`src/rtl/rob_pkg.sv`:
```
// Shared types for the in-line reorder buffer.
// Assumes a two-bit mode code observed at the top-level port.
package rob_pkg;

    typedef enum logic [1:0] {
        MODE_USER   = 2'd0,
        MODE_INLINE = 2'd1,
        MODE_TRAP   = 2'd2
    } rob_mode_e;

    typedef struct packed {
        logic valid;
        logic done;
        logic exc;
        logic tlbm;
        logic priv;
    } rob_flags_t;

endpackage

```
`src/rtl/rob_entries.sv`:
```
// Slot storage: one flag set and one PC per slot.
// Assumes DEPTH and LANES are powers of two, that the controller only
// enqueues into free slots, and that it only retires occupied slots.
module rob_entries
    import rob_pkg::*;
#(
    parameter int DEPTH = 16,
    parameter int LANES = 2,
    parameter int PC_W  = 32,
    localparam int IDX_W = $clog2(DEPTH),
    localparam int N_W   = $clog2(LANES + 1),
    localparam int LI_W  = (LANES > 1) ? $clog2(LANES) : 1
) (
    input  logic                  clk,
    input  logic                  rst_n,
    input  logic                  flush,
    input  logic [IDX_W-1:0]      tail,
    input  logic [N_W-1:0]        enq_n,
    input  logic [LANES*PC_W-1:0] enq_pc,
    input  logic [LANES-1:0]      enq_priv,
    input  logic [IDX_W-1:0]      head,
    input  logic [N_W-1:0]        ret_n,
    input  logic                  cpl_valid,
    input  logic [IDX_W-1:0]      cpl_idx,
    input  logic                  cpl_exc,
    input  logic                  cpl_tlbm,
    input  logic                  tlb_clr,
    output rob_flags_t            flags_o [DEPTH],
    output logic [PC_W-1:0]       pcs_o   [DEPTH]
);

    for (genvar i = 0; i < DEPTH; i++) begin : g_slot
        localparam logic [IDX_W-1:0] ME = IDX_W'(i);
        rob_flags_t        fl_q;
        logic [PC_W-1:0]   pc_q;
        logic [IDX_W-1:0]  toff;
        logic [IDX_W-1:0]  hoff;
        logic [LI_W-1:0]   lane;

        assign toff = ME - tail;
        assign hoff = ME - head;
        assign lane = toff[LI_W-1:0];

        // Slot flag update: flush, retire, re-arm, complete, then fill.
        always_ff @(posedge clk) begin
            if (!rst_n) begin
                fl_q <= '0;
            end else if (flush) begin
                fl_q <= '0;
            end else begin
                if (int'(hoff) < int'(ret_n)) begin
                    fl_q.valid <= 1'b0;
                end
                if (tlb_clr && fl_q.tlbm) begin
                    fl_q.tlbm <= 1'b0;
                    fl_q.exc  <= 1'b0;
                    fl_q.done <= 1'b0;
                end
                if (cpl_valid && cpl_idx == ME && fl_q.valid) begin
                    fl_q.done <= 1'b1;
                    fl_q.exc  <= cpl_exc;
                    fl_q.tlbm <= cpl_exc & cpl_tlbm;
                end
                if (int'(toff) < int'(enq_n)) begin
                    fl_q <= '{valid: 1'b1, done: 1'b0, exc: 1'b0,
                              tlbm: 1'b0, priv: enq_priv[lane]};
                end
            end
        end

        // Slot PC capture on fill.
        always_ff @(posedge clk) begin
            if (!rst_n) begin
                pc_q <= '0;
            end else if (!flush && int'(toff) < int'(enq_n)) begin
                pc_q <= enq_pc[lane*PC_W +: PC_W];
            end
        end

        assign flags_o[i] = fl_q;
        assign pcs_o[i]   = pc_q;
    end

endmodule

```
`src/rtl/rob_retire.sv`:
```
// Head evaluation: selects retiring lanes and decides the exception path.
// Assumes the head slot and the following LANES-1 slots are inspected and
// that an exception entry is always marked complete.
module rob_retire
    import rob_pkg::*;
#(
    parameter int DEPTH       = 16,
    parameter int LANES       = 2,
    parameter int PC_W        = 32,
    parameter int HANDLER_LEN = 6,
    localparam int IDX_W = $clog2(DEPTH),
    localparam int CNT_W = $clog2(DEPTH + 1),
    localparam int N_W   = $clog2(LANES + 1)
) (
    input  rob_flags_t            flags [DEPTH],
    input  logic [PC_W-1:0]       pcs   [DEPTH],
    input  logic [IDX_W-1:0]      head,
    input  logic [CNT_W-1:0]      count,
    input  rob_mode_e             mode,
    input  logic                  svc_pending,
    input  logic                  tlb_updated,
    output logic [N_W-1:0]        ret_n,
    output logic [LANES-1:0]      ret_valid,
    output logic [LANES*PC_W-1:0] ret_pc,
    output logic [LANES-1:0]      ret_priv,
    output logic                  take_inline,
    output logic                  take_trap,
    output logic [PC_W-1:0]       exc_pc
);

    rob_flags_t       hf;
    logic [CNT_W-1:0] free_slots;
    logic             idle;
    logic             head_exc;

    // Retire lane selection: contiguous run of clean completed entries.
    always_comb begin
        logic [IDX_W-1:0] idx;
        logic             stop;
        stop      = 1'b0;
        ret_n     = '0;
        ret_valid = '0;
        ret_pc    = '0;
        ret_priv  = '0;
        for (int k = 0; k < LANES; k++) begin
            idx = head + IDX_W'(k);
            if (!stop && flags[idx].valid && flags[idx].done &&
                !flags[idx].exc && !flags[idx].tlbm) begin
                ret_valid[k]             = 1'b1;
                ret_pc[k*PC_W +: PC_W]   = pcs[idx];
                ret_priv[k]              = flags[idx].priv;
                ret_n                    = ret_n + N_W'(1);
            end else begin
                stop = 1'b1;
            end
        end
    end

    // Exception path decision for the head entry.
    always_comb begin
        hf          = flags[head];
        free_slots  = CNT_W'(DEPTH) - count;
        idle        = (mode == MODE_USER) && !svc_pending && !tlb_updated;
        head_exc    = hf.valid && hf.done && hf.exc;
        take_inline = idle && head_exc && hf.tlbm &&
                      (int'(free_slots) >= HANDLER_LEN);
        take_trap   = idle && head_exc && !take_inline;
        exc_pc      = pcs[head];
    end

endmodule

```
`src/rtl/rob_ctrl.sv`:
```
// Pointer, occupancy and mode control with the fetch redirect register.
// Assumes HANDLER_LEN <= DEPTH - LANES and that enqueue lanes are filled
// from lane 0 upward.
module rob_ctrl
    import rob_pkg::*;
#(
    parameter int              DEPTH       = 16,
    parameter int              LANES       = 2,
    parameter int              PC_W        = 32,
    parameter int              HANDLER_LEN = 6,
    parameter logic [PC_W-1:0] HANDLER_PC  = '0,
    localparam int IDX_W = $clog2(DEPTH),
    localparam int CNT_W = $clog2(DEPTH + 1),
    localparam int N_W   = $clog2(LANES + 1)
) (
    input  logic             clk,
    input  logic             rst_n,
    input  logic [LANES-1:0] enq_valid,
    input  logic [PC_W-1:0]  fetch_next_pc,
    input  logic             mispredict,
    input  logic [PC_W-1:0]  mispredict_pc,
    input  logic             tlb_updated,
    input  logic [N_W-1:0]   ret_n,
    input  logic             take_inline,
    input  logic             take_trap,
    input  logic [PC_W-1:0]  exc_pc,
    output logic [IDX_W-1:0] head,
    output logic [IDX_W-1:0] tail,
    output logic [CNT_W-1:0] count,
    output rob_mode_e        mode,
    output logic             svc_pending,
    output logic             flush,
    output logic [N_W-1:0]   enq_n,
    output logic [LANES-1:0] enq_priv,
    output logic             enq_ready,
    output logic             redirect_valid,
    output logic [PC_W-1:0]  redirect_pc
);

    logic [PC_W-1:0]  saved_pc;
    logic [IDX_W-1:0] hbase;
    logic [N_W-1:0]   req_n;
    logic [IDX_W-1:0] hcnt_next;
    logic             hdone;

    // Enqueue acceptance, handler tagging and handler-complete detection.
    always_comb begin
        logic             brk;
        logic [IDX_W-1:0] off;
        enq_ready = (count <= CNT_W'(DEPTH - LANES));
        flush     = take_trap;
        brk       = 1'b0;
        req_n     = '0;
        for (int k = 0; k < LANES; k++) begin
            if (enq_valid[k] && !brk) begin
                req_n = req_n + N_W'(1);
            end else begin
                brk = 1'b1;
            end
        end
        enq_n = (enq_ready && !flush) ? req_n : '0;
        for (int k = 0; k < LANES; k++) begin
            off         = tail + IDX_W'(k) - hbase;
            enq_priv[k] = (mode != MODE_USER) && (int'(off) < HANDLER_LEN);
        end
        hcnt_next = tail + IDX_W'(enq_n) - hbase;
        hdone     = (mode != MODE_USER) && (int'(hcnt_next) >= HANDLER_LEN);
    end

    // State update: pointers, occupancy, mode, saved PC and redirect.
    always_ff @(posedge clk) begin
        if (!rst_n) begin
            head           <= '0;
            tail           <= '0;
            count          <= '0;
            mode           <= MODE_USER;
            svc_pending    <= 1'b0;
            saved_pc       <= '0;
            hbase          <= '0;
            redirect_valid <= 1'b0;
            redirect_pc    <= '0;
        end else begin
            redirect_valid <= 1'b0;
            if (tlb_updated) begin
                svc_pending <= 1'b0;
            end
            if (take_trap) begin
                head           <= '0;
                tail           <= '0;
                count          <= '0;
                mode           <= MODE_TRAP;
                saved_pc       <= exc_pc;
                hbase          <= '0;
                redirect_valid <= 1'b1;
                redirect_pc    <= HANDLER_PC;
            end else begin
                head  <= head + IDX_W'(ret_n);
                tail  <= tail + IDX_W'(enq_n);
                count <= count - CNT_W'(ret_n) + CNT_W'(enq_n);
                if (take_inline) begin
                    mode           <= MODE_INLINE;
                    svc_pending    <= 1'b1;
                    saved_pc       <= fetch_next_pc;
                    hbase          <= tail + IDX_W'(enq_n);
                    redirect_valid <= 1'b1;
                    redirect_pc    <= HANDLER_PC;
                end else if (hdone) begin
                    mode           <= MODE_USER;
                    redirect_valid <= 1'b1;
                    redirect_pc    <= (mispredict && mode == MODE_INLINE)
                                      ? mispredict_pc : saved_pc;
                end else if (mispredict && mode == MODE_INLINE) begin
                    saved_pc <= mispredict_pc;
                end
            end
        end
    end

endmodule

```
`src/rtl/inline_rob.sv`:
```
// Top level: circular reorder buffer that runs short exception handlers
// in-line when they fit, and flushes otherwise.
// Assumes execution, TLB and renaming are external and report through
// the completion port and the TLB-updated strobe.
module inline_rob
    import rob_pkg::*;
#(
    parameter int              DEPTH       = 16,
    parameter int              LANES       = 2,
    parameter int              PC_W        = 32,
    parameter int              HANDLER_LEN = 6,
    parameter logic [PC_W-1:0] HANDLER_PC  = 32'h0000_0080,
    localparam int IDX_W = $clog2(DEPTH),
    localparam int CNT_W = $clog2(DEPTH + 1),
    localparam int N_W   = $clog2(LANES + 1)
) (
    input  logic                  clk,
    input  logic                  rst_n,
    input  logic [LANES-1:0]      enq_valid,
    input  logic [LANES*PC_W-1:0] enq_pc,
    input  logic [PC_W-1:0]       fetch_next_pc,
    output logic                  enq_ready,
    input  logic                  cpl_valid,
    input  logic [IDX_W-1:0]      cpl_idx,
    input  logic                  cpl_exc,
    input  logic                  cpl_tlb_miss,
    input  logic                  tlb_updated,
    input  logic                  mispredict,
    input  logic [PC_W-1:0]       mispredict_pc,
    output logic [LANES-1:0]      retire_valid,
    output logic [LANES*PC_W-1:0] retire_pc,
    output logic [LANES-1:0]      retire_priv,
    output logic                  redirect_valid,
    output logic [PC_W-1:0]       redirect_pc,
    output logic [1:0]            mode_o,
    output logic [CNT_W-1:0]      occupancy
);

    rob_flags_t       flags [DEPTH];
    logic [PC_W-1:0]  pcs   [DEPTH];
    logic [IDX_W-1:0] head;
    logic [IDX_W-1:0] tail;
    logic [CNT_W-1:0] count;
    rob_mode_e        mode;
    logic             svc_pending;
    logic             flush;
    logic [N_W-1:0]   enq_n;
    logic [LANES-1:0] enq_priv;
    logic [N_W-1:0]   ret_n;
    logic             take_inline;
    logic             take_trap;
    logic [PC_W-1:0]  exc_pc;

    rob_entries #(.DEPTH(DEPTH), .LANES(LANES), .PC_W(PC_W)) u_entries (
        .clk      (clk),
        .rst_n    (rst_n),
        .flush    (flush),
        .tail     (tail),
        .enq_n    (enq_n),
        .enq_pc   (enq_pc),
        .enq_priv (enq_priv),
        .head     (head),
        .ret_n    (ret_n),
        .cpl_valid(cpl_valid),
        .cpl_idx  (cpl_idx),
        .cpl_exc  (cpl_exc),
        .cpl_tlbm (cpl_tlb_miss),
        .tlb_clr  (tlb_updated),
        .flags_o  (flags),
        .pcs_o    (pcs)
    );

    rob_retire #(.DEPTH(DEPTH), .LANES(LANES), .PC_W(PC_W),
                 .HANDLER_LEN(HANDLER_LEN)) u_retire (
        .flags      (flags),
        .pcs        (pcs),
        .head       (head),
        .count      (count),
        .mode       (mode),
        .svc_pending(svc_pending),
        .tlb_updated(tlb_updated),
        .ret_n      (ret_n),
        .ret_valid  (retire_valid),
        .ret_pc     (retire_pc),
        .ret_priv   (retire_priv),
        .take_inline(take_inline),
        .take_trap  (take_trap),
        .exc_pc     (exc_pc)
    );

    rob_ctrl #(.DEPTH(DEPTH), .LANES(LANES), .PC_W(PC_W),
               .HANDLER_LEN(HANDLER_LEN), .HANDLER_PC(HANDLER_PC)) u_ctrl (
        .clk           (clk),
        .rst_n         (rst_n),
        .enq_valid     (enq_valid),
        .fetch_next_pc (fetch_next_pc),
        .mispredict    (mispredict),
        .mispredict_pc (mispredict_pc),
        .tlb_updated   (tlb_updated),
        .ret_n         (ret_n),
        .take_inline   (take_inline),
        .take_trap     (take_trap),
        .exc_pc        (exc_pc),
        .head          (head),
        .tail          (tail),
        .count         (count),
        .mode          (mode),
        .svc_pending   (svc_pending),
        .flush         (flush),
        .enq_n         (enq_n),
        .enq_priv      (enq_priv),
        .enq_ready     (enq_ready),
        .redirect_valid(redirect_valid),
        .redirect_pc   (redirect_pc)
    );

    assign mode_o    = mode;
    assign occupancy = count;

endmodule

```
`config.mk`:
```
export PLATFORM = sky130hd
export DESIGN_NAME = inline_rob
export DESIGN_NICKNAME = d
export VERILOG_FILES = /design/src/rtl/rob_pkg.sv /design/src/rtl/rob_entries.sv /design/src/rtl/rob_retire.sv /design/src/rtl/rob_ctrl.sv /design/src/rtl/inline_rob.sv
export SDC_FILE = /design/constraint.sdc
export NUM_CORES = 2
export LEC_CHECK = 0
export BUFFER_PORTS_ARGS = -buffer_cell sky130_fd_sc_hd__buf_2
export CORE_MARGIN = 2
export CORE_UTILIZATION = 50
export CTS_BUF_LIST = sky130_fd_sc_hd__clkbuf_4 sky130_fd_sc_hd__clkbuf_8 sky130_fd_sc_hd__clkbuf_16
export CTS_CLUSTER_DIAMETER = 100
export CTS_CLUSTER_SIZE = 24
export DETAILED_ROUTE_END_ITERATION = 8
export PLACE_DENSITY = 0.65
export SLEW_MARGIN = 20
export SYNTH_ARGS = -nofsm -noshare
export SYNTH_HDL_FRONTEND = slang
export SYNTH_HIERARCHICAL = 1
export SYNTH_SLANG_ARGS = --single-unit
```
`constraint.sdc`:
```
create_clock -name clk -period 8 [get_ports clk]
set_input_delay 1.2 -clock clk [delete_from_list [all_inputs] [get_ports clk]]
set_output_delay 1.2 -clock clk [all_outputs]
set_load 0.005 [all_outputs]
```
-- After elaboration in Yosys (flattened, before gate mapping)
Cells that the tools add are included.
- bits in registers: 677
- shift operators: 16
- $add $sub $neg: 44
- bitwise gates (word level): 4
- order comparisons: 55
- multiplexer cells: 135
- equality and inequality tests: 17
- reduce and logical (&&, ||, !) cells: 147
- operators by type and width (operator ; number):
    64-bit by 7-bit variable part select with 32-bit output ; 16
    32-bit two-way mux ; 10
    32-bit binary-select mux with 4-bit select ; 2
    4-bit by 2-bit < comparator with 1-bit output ; 32
    5-bit two-way mux ; 20
    3-bit two-way mux ; 32
    1-bit logical AND ; 84
    2-bit nonzero test ; 34
    4-bit subtractor, first input constant ; 16
    1-bit two-way mux ; 60
    3-bit OR reduction ; 17
    5-bit binary-select mux with 4-bit select ; 2
    4-bit equality test, second input constant ; 8
    1-bit by 2-bit < comparator with 1-bit output, second input constant ; 16
    3-bit by 4-bit subtractor with 4-bit output, first input constant ; 8
    8-bit two-way mux ; 3
    4-bit by 3-bit equality test with 1-bit output, second input constant ; 4
    1-bit by 4-bit subtractor with 4-bit output, first input constant ; 4
    2-bit by 4-bit subtractor with 4-bit output, first input constant ; 4
    2-bit two-way mux ; 6
    4-bit subtractor ; 3
    5-bit >= comparator, second input constant ; 2
    4-bit inverter with 5-bit output ; 2
    4-bit by 1-bit adder with 4-bit output, second input constant ; 2
    20 further kinds ; 31

-- Logic depth before layout (Yosys ltp)
- word-level depth: 21
- gate-level depth with buffers: 24
- gate-level depth less buffers: 18

-- By module
The synthesis kept the hierarchy.
- modules (own cells, without submodules) (module ; instances ; area each (µm²) ; cells each):
    rob_entries ; 1 ; 22954.5 ; 2323
    rob_retire ; 1 ; 9984.6 ; 817
    rob_ctrl ; 1 ; 5033.6 ; 534

-- Worst setup path after synthesis
OpenSTA, ideal clock, no wires.
- path type: register to register
- from: register u_ctrl.head[0]
- to: register u_ctrl.saved_pc[22]
- arrival time: 5.477 ns
- stages on the path, launching flop included: 21
- library setup time: 0.116 ns
- required time: 7.884 ns
- path slack: 2.407 ns
- path buffers: 6
- cells stage by stage: dfxtp_1 buf_6 mux4_2 a22oi_2 nand3_1 o211ai_1 nor2b_1 clkbuf_1 buf_1 nor4bb_1 ha_1 fa_1 inv_1 fa_1 or2_2 clkbuf_1 and4_4 buf_6 buf_6 or4_1 o211a_1
- cells in the longest elaborated chain, start to end: 19
- ends and longest elaborated chain (element ; line ; source):
    start: declaration ; rob_ctrl.sv:27 ; output logic [IDX_W-1:0] head,
    start signal: assignment ; rob_ctrl.sv:97 ; head <= head + IDX_W'(ret_n);
    4-bit inverter with 5-bit output (not written as such) * ; rob_retire.sv:61 ; hf = flags[head];
    5-bit binary-select mux with 4-bit select * ; rob_retire.sv:61 ;
    5-bit two-way mux * (2 in series) ; -- ;
    1-bit logical AND ; -- ;
    1-bit logical AND ; rob_retire.sv:64 ; head_exc = hf.valid && hf.done && hf.exc;
    1-bit logical AND ; rob_retire.sv:65, rob_retire.sv:67 ;
    1-bit logical AND (2 in series) ; rob_retire.sv:65 ; take_inline = idle && head_exc && hf.tlbm &&
    1-bit logical NOT ; rob_retire.sv:67 ; take_trap = idle && head_exc && !take_inline;
    (+1 left out) ; -- ;
    via take_trap ; inline_rob.sv:51 ; logic take_trap;
    (+1 left out) ; -- ;
    1-bit logical AND * ; rob_ctrl.sv:61 ; enq_n = (enq_ready && !flush) ? req_n : '0;
    2-bit two-way mux * ; rob_ctrl.sv:61 ;
    via enq_n[0] ; inline_rob.sv:47 ; logic [N_W-1:0] enq_n;
    4-bit by 2-bit adder with 4-bit output * ; rob_ctrl.sv:66 ; hcnt_next = tail + IDX_W'(enq_n) - hbase;
    4-bit subtractor * ; rob_ctrl.sv:66 ;
    4-bit by 3-bit >= comparator with 1-bit output * ; rob_ctrl.sv:67 ; hdone = (mode != MODE_USER) && (int'(hcnt_next) >= HANDLER_LEN);
    1-bit logical AND * ; rob_ctrl.sv:67 ;
    3-bit != test (no line) * ; -- ;
    end signal: assignment ; rob_ctrl.sv:92 ; saved_pc <= exc_pc;
    end signal: assignment ; rob_ctrl.sv:103 ; saved_pc <= fetch_next_pc;
    end signal: assignment ; rob_ctrl.sv:113 ; saved_pc <= mispredict_pc;
    end: declaration ; rob_ctrl.sv:40 ; logic [PC_W-1:0] saved_pc;
The timed path passes the listed nets; every way through them passes the cells marked *. The select of a mux whose other input is x is not followed.
A chain may end at the register's enable or synchronous reset.

-- Worst setup path after layout
- from: register u_ctrl.head[0]
- to: output retire_pc[33]
- cells in the longest elaborated chain, start to end: 12
- ends and longest elaborated chain (element ; line ; source):
    parallel branches: the longest is 11 deep, another holds 4-bit by 1-bit adder with 4-bit output ; -- ;
    32-bit two-way mux * ; rob_retire.sv:47 ; if (!stop && flags[idx].valid && flags[idx].done &&
    end: declaration ; inline_rob.sv:31 ; output logic [LANES*PC_W-1:0] retire_pc,
Mark *: on every way between the ends. The select of a mux whose other input is x is not followed.

==> results by stage <==
Worst setup path:
- Of all nets on the critical path, the largest fanout is 100.
- The slack of the worst reg-to-reg path is 1.92 ns.
- The kind of start point of the critical path is a register.
- At the worst endpoint, the arrival time is 5.16 ns.
- The endpoint type of the worst setup path is an output port.
- The critical path is of the reg -> out type.
- In this run the critical register-to-register path is launched from u_ctrl/head[2].
- The endpoint identified for the worst register-to-register timing path is u_ctrl/saved_pc[13].
- The required arrival time at the worst endpoint is between 6 and 7 ns.
- Counting cells, the worst reg-to-reg path comes to 17.

Power:
- For this design the ratio of total power to cell area is around 200 mW/mm2.
- Across the VDD grid, the largest voltage drop is roughly 0.13 mV.
- For this design the static power due to leakage is roughly 17 nW.

Logic synthesis:
- The net count after synthesis is between 3,000 and 4,000.
- Counting distinct cell types in the post-synthesis netlist gives 91.
- The predominant post-synthesis flop cell is sky130_fd_sc_hd__dfxtp_1.
- The synthesized instance count is between 3,000 and 4,000.
- The synthesized flop and latch total is between 600 and 700.
- The proportion of register bits with asynchronous set or reset after synthesis is 0%.
- The number of enable flip-flop cells after synthesis is 0.
- Dividing the synthesized area by the synthesized cell count gives roughly 10 um2.
- The share of the Yosys chip area taken by registers is 35.7%.
- The number of warnings reported in the yosys synthesis log is 6.
- The area of the mapped netlist is 0.0380 mm2.

STA:
- Across all setup checks in the final design, the least slack found is roughly 1.6 ns.
- The worst path in the final design needs a cycle of around 6.4 ns, including I/O delays and setup.
- Setup total negative slack on the finished layout was measured at 0 ns.
- The max-slew violation total from the final report is 0.
- The headroom to the max-slew limit is about 22%.
- Timing would allow up to around 160 MHz.
- The count of final hold-check violations was 0.
- Setup repair after global routing left no endpoint under its margin.
- The transition time at the pin with the least slew margin is around 1.2 ns.
- The setup skew after layout is around 0.016 ns.
- In the finished design, the share of the clock period the worst path needs comes to roughly four fifths.
- Setup violations remaining at the end of the flow were counted as 0.

Placement:
- The worst setup timing slack at the placement stage is roughly 2.0 ns.
- Input and output buffers added on the ports amount to approximately 250.
- The number of placed instances, taps included, is ~4,600.
- The half-perimeter wire length after placement is a little over 70,000 um.
- The last weighted congestion value of the routability-driven placer is ~0.90.

Clocking:
- The H-tree generated during clock tree synthesis spans 2 levels.
- The post-CTS resize count is 0.
- The TritonCTS clock tree is yes.
- Clock tree synthesis found a total of 677 sinks.
- The number of buffers inserted to repair setup after CTS is 0.
- The number of clock buffers inserted by TritonCTS is 34.
- The clock latency on the worst-skew pair is roughly 0.60 ns.
- The number of hold buffers added after CTS was 0.
- The cell sitting at the root of the clock tree is a sky130_fd_sc_hd__clkbuf_16.
- Counting along the longest clock path gives a buffer depth of 3.
- The clock-pin slew on the worst setup and hold paths is 0.10 ns.

Finish:
- Once layout is complete, the cells apart from fillers number 4,657.
- The post-route netlist has 19.3% of its cells at a drive strength greater than 1.
- The area of all sequential standard cells is about 0.014 mm2.
- The count of fill cells added during filler insertion is roughly 6,800.
- Relative to the synthesized area, the layout overhead comes to 5.85%.
- At the end of the flow, the number of nets in the layout was 3,862.
- The area of the multi-input gates is approximately 0.023 mm2.

Floorplanning:
- In this run the vertical extent of the chip is between 200 and 300 um.
- 250 I/O pins were placed.
- The floorplan has 101 rows.
- The starting density of the core is 50.2%.
- The die outline area is approximately 0.078 mm2.
- The region available for standard cell placement spans ~0.076 mm2.
- The die is approximately 280 um wide.

Routing:
- The violation count after the first detailed-route iteration is 3,120.
- For this run, the detailed router's first-pass iteration total came to 5.
- The aggregate routed wire length is 118,000 um.
- Across all layers, the routed design uses between 30,000 and 40,000 vias.
- The number of vias per cell is 6.46.
- The count of nets left with antenna violations once routing finished came out at 0.
- The number of DRC violations after detailed routing is 0.
- The average wire per standard cell is 25.4 um.

Worst hold path:
- The path with the worst hold slack has its endpoint at u_entries/flags_o[78].
- The start point of the worst hold path is u_entries/flags_o[78].
- The worst hold path was traced through 2 stages.
- The type of the worst min-delay path is reg -> reg.

Run status:
- The run finished with clean final reports.

Global route:
- The global-route wire length before repair is between 150,000 and 200,000 um.
- Entering global routing, the biggest net connects 163 pins.
- The number of global-route vias before repair was 28,142.
- The initial antenna violation count is 2.
- In the global route stage, overall resource usage came out at between 20 and 30%.
- The total overflow left after global routing is 0.

Flow run:
- The total of max-cap violations is 0.
how the worst max path moves through the flow:
stage               slack [ns]  depth (start not counted)            from                     to
floorplan                 2.41                         20  u_ctrl/head[0]    u_ctrl/saved_pc[22]
global placement          2.11                         17  u_ctrl/head[2]  u_ctrl/redirect_pc[7]
detailed placement        2.02                         17  u_ctrl/head[2]  u_ctrl/redirect_pc[7]
CTS                       1.61                          7  u_ctrl/head[0]          retire_pc[33]
global route              1.38                          7  u_ctrl/head[0]          retire_pc[33]
finish                    1.64                          7  u_ctrl/head[0]          retire_pc[33]
power breakdown:
group          switching, W  internal [W]
clock network       0.00116      0.000832
logic               0.00117      0.000810
registers          0.000231       0.00365
flip-flops by register name, indices dropped and copies added, names as in the netlist:
register,flops
u_entries/g_slot.pc_q,512
u_entries/flags_o,80
u_ctrl/redirect_pc,32
u_ctrl/saved_pc,32
u_ctrl/count,5
u_ctrl/hbase,4
u_ctrl/head,4
u_ctrl/tail,4
u_ctrl/mode,2
u_ctrl/redirect_valid,1
u_ctrl/svc_pending,1
area by class of cell:
| class | count | share of cell area, % |
|---|---|---|
| Multi-Input combinational cell | 2619 | 56.2 |
| Antenna cell | 3 | 0.0187 |
| Clock inverter | 3 | 0.0623 |
| Inverter | 41 | 0.383 |
| Sequential cell | 677 | 33.7 |
| Tap cell | 978 | 3.04 |
| Timing Repair Buffer | 297 | 4.21 |
| Clock buffer | 39 | 2.30 |
cell usage in the layout (no fill, tap or decap), types with 8 or more instances in the layout:
master	instances
sky130_fd_sc_hd__xor2_1	12
sky130_fd_sc_hd__o211a_1	31
sky130_fd_sc_hd__nand4_1	11
sky130_fd_sc_hd__buf_4	42
sky130_fd_sc_hd__nand2_1	605
sky130_fd_sc_hd__mux4_2	216
sky130_fd_sc_hd__o221ai_1	65
sky130_fd_sc_hd__mux2_2	67
sky130_fd_sc_hd__and3_1	15
sky130_fd_sc_hd__clkbuf_16	35
sky130_fd_sc_hd__dfxtp_1	673
sky130_fd_sc_hd__o22ai_1	34
sky130_fd_sc_hd__a21oi_1	70
sky130_fd_sc_hd__nor2b_1	19
sky130_fd_sc_hd__nand2b_1	8
sky130_fd_sc_hd__inv_1	36
sky130_fd_sc_hd__and3b_1	36
sky130_fd_sc_hd__a31oi_1	33
sky130_fd_sc_hd__mux4_1	28
sky130_fd_sc_hd__mux2i_1	596
sky130_fd_sc_hd__nor4_1	8
sky130_fd_sc_hd__or4_1	34
sky130_fd_sc_hd__nor3_1	43
sky130_fd_sc_hd__nand3b_1	20
sky130_fd_sc_hd__nor2_1	62
sky130_fd_sc_hd__a22o_1	33
sky130_fd_sc_hd__nand3_1	119
sky130_fd_sc_hd__or3b_2	12
sky130_fd_sc_hd__xnor2_1	16
sky130_fd_sc_hd__nor3_2	19
sky130_fd_sc_hd__buf_2	248
sky130_fd_sc_hd__and2_1	10
sky130_fd_sc_hd__ha_1	43
sky130_fd_sc_hd__a211oi_1	33
sky130_fd_sc_hd__o31ai_1	34
sky130_fd_sc_hd__o21ai_0	132
sky130_fd_sc_hd__o311ai_1	30
synth_stat cells (15+ instances only):
cell type | instances | area (um2)
sky130_fd_sc_hd__a211oi_1 | 33 | 248
sky130_fd_sc_hd__a21oi_1 | 70 | 350
sky130_fd_sc_hd__a22o_1 | 33 | 289
sky130_fd_sc_hd__a31oi_1 | 33 | 206
sky130_fd_sc_hd__and3_1 | 15 | 93.8
sky130_fd_sc_hd__and3b_1 | 36 | 315
sky130_fd_sc_hd__buf_2 | 66 | 330
sky130_fd_sc_hd__buf_6 | 46 | 518
sky130_fd_sc_hd__clkbuf_1 | 189 | 709
sky130_fd_sc_hd__dfxtp_1 | 677 | 13600
sky130_fd_sc_hd__ha_1 | 44 | 551
sky130_fd_sc_hd__inv_1 | 37 | 139
sky130_fd_sc_hd__mux2_2 | 67 | 754
sky130_fd_sc_hd__mux2i_1 | 596 | 5970
sky130_fd_sc_hd__mux4_1 | 28 | 736
sky130_fd_sc_hd__mux4_2 | 216 | 4860
sky130_fd_sc_hd__nand2_1 | 607 | 2280
sky130_fd_sc_hd__nand3_1 | 122 | 611
sky130_fd_sc_hd__nand3b_1 | 20 | 150
sky130_fd_sc_hd__nor2_1 | 64 | 240
sky130_fd_sc_hd__nor2b_1 | 22 | 138
sky130_fd_sc_hd__nor3_1 | 43 | 215
sky130_fd_sc_hd__nor3_2 | 19 | 190
sky130_fd_sc_hd__o211a_1 | 31 | 310
sky130_fd_sc_hd__o21ai_0 | 132 | 661
sky130_fd_sc_hd__o221ai_1 | 65 | 569
sky130_fd_sc_hd__o22ai_1 | 34 | 213
sky130_fd_sc_hd__o311ai_1 | 30 | 263
sky130_fd_sc_hd__o31ai_1 | 34 | 255
sky130_fd_sc_hd__or4_1 | 35 | 263
sky130_fd_sc_hd__xnor2_1 | 16 | 140
critical path: stages (launching register included):
cell and delay [ns]:
sky130_fd_sc_hd__dfxtp_4 0.55, sky130_fd_sc_hd__buf_4 0.77, sky130_fd_sc_hd__ha_4 0.78, sky130_fd_sc_hd__buf_12 0.73, sky130_fd_sc_hd__mux4_1 0.63, sky130_fd_sc_hd__mux4_2 0.53, sky130_fd_sc_hd__and3b_1 0.28, sky130_fd_sc_hd__buf_2 0.16
per-stage QoR:
stage | utilization [%] | hold WS [ns] | cell area (um2) | total power, W
after floorplan | - | 0.435 | 38000 | 0.00524
after global placement | 51.9 | 0.450 | 39200 | 0.00586
after detailed placement | 51.9 | 0.453 | 39200 | 0.00590
after CTS | 53.2 | 0.468 | 40200 | 0.00785
after global routing | 53.2 | 0.487 | 40200 | 0.00813
final | 53.2 | 0.468 | 40200 | 0.00786
routing by layer:
metal | routed length (um) | GRT usage, % | share of wire (%) | vias to the layer above
li1 | - | - | - | 13668
met1 | 51500 | 41.7 | 44 | 15010
met2 | 53400 | 46.2 | 45 | 1216
met3 | 9490 | 4.56 | 8.0 | 202
met4 | 3660 | 9.13 | 3.1 | 4
met5 | 27 | 0 | 0.023 | -
logic make-up (layout without fill, tap and decap cells):
group                    count (synthesis)  in the layout  share of synthesized area, %
multiplexers                           907            907                          32.4
AO/OA/AOI/OAI                          560            560                          10.3
flip-flops                             677            677                          35.7
adder cells (fa/ha/maj)                 51             51                          1.82
buffers and inverters                  378            380                          5.26
AND/OR/NAND/NOR                       1068           1068                          13.6
XOR/XNOR                                33             33                         0.896
other                                    0              3                             0
No activity file was read; power rests on OpenSTA's default activity.
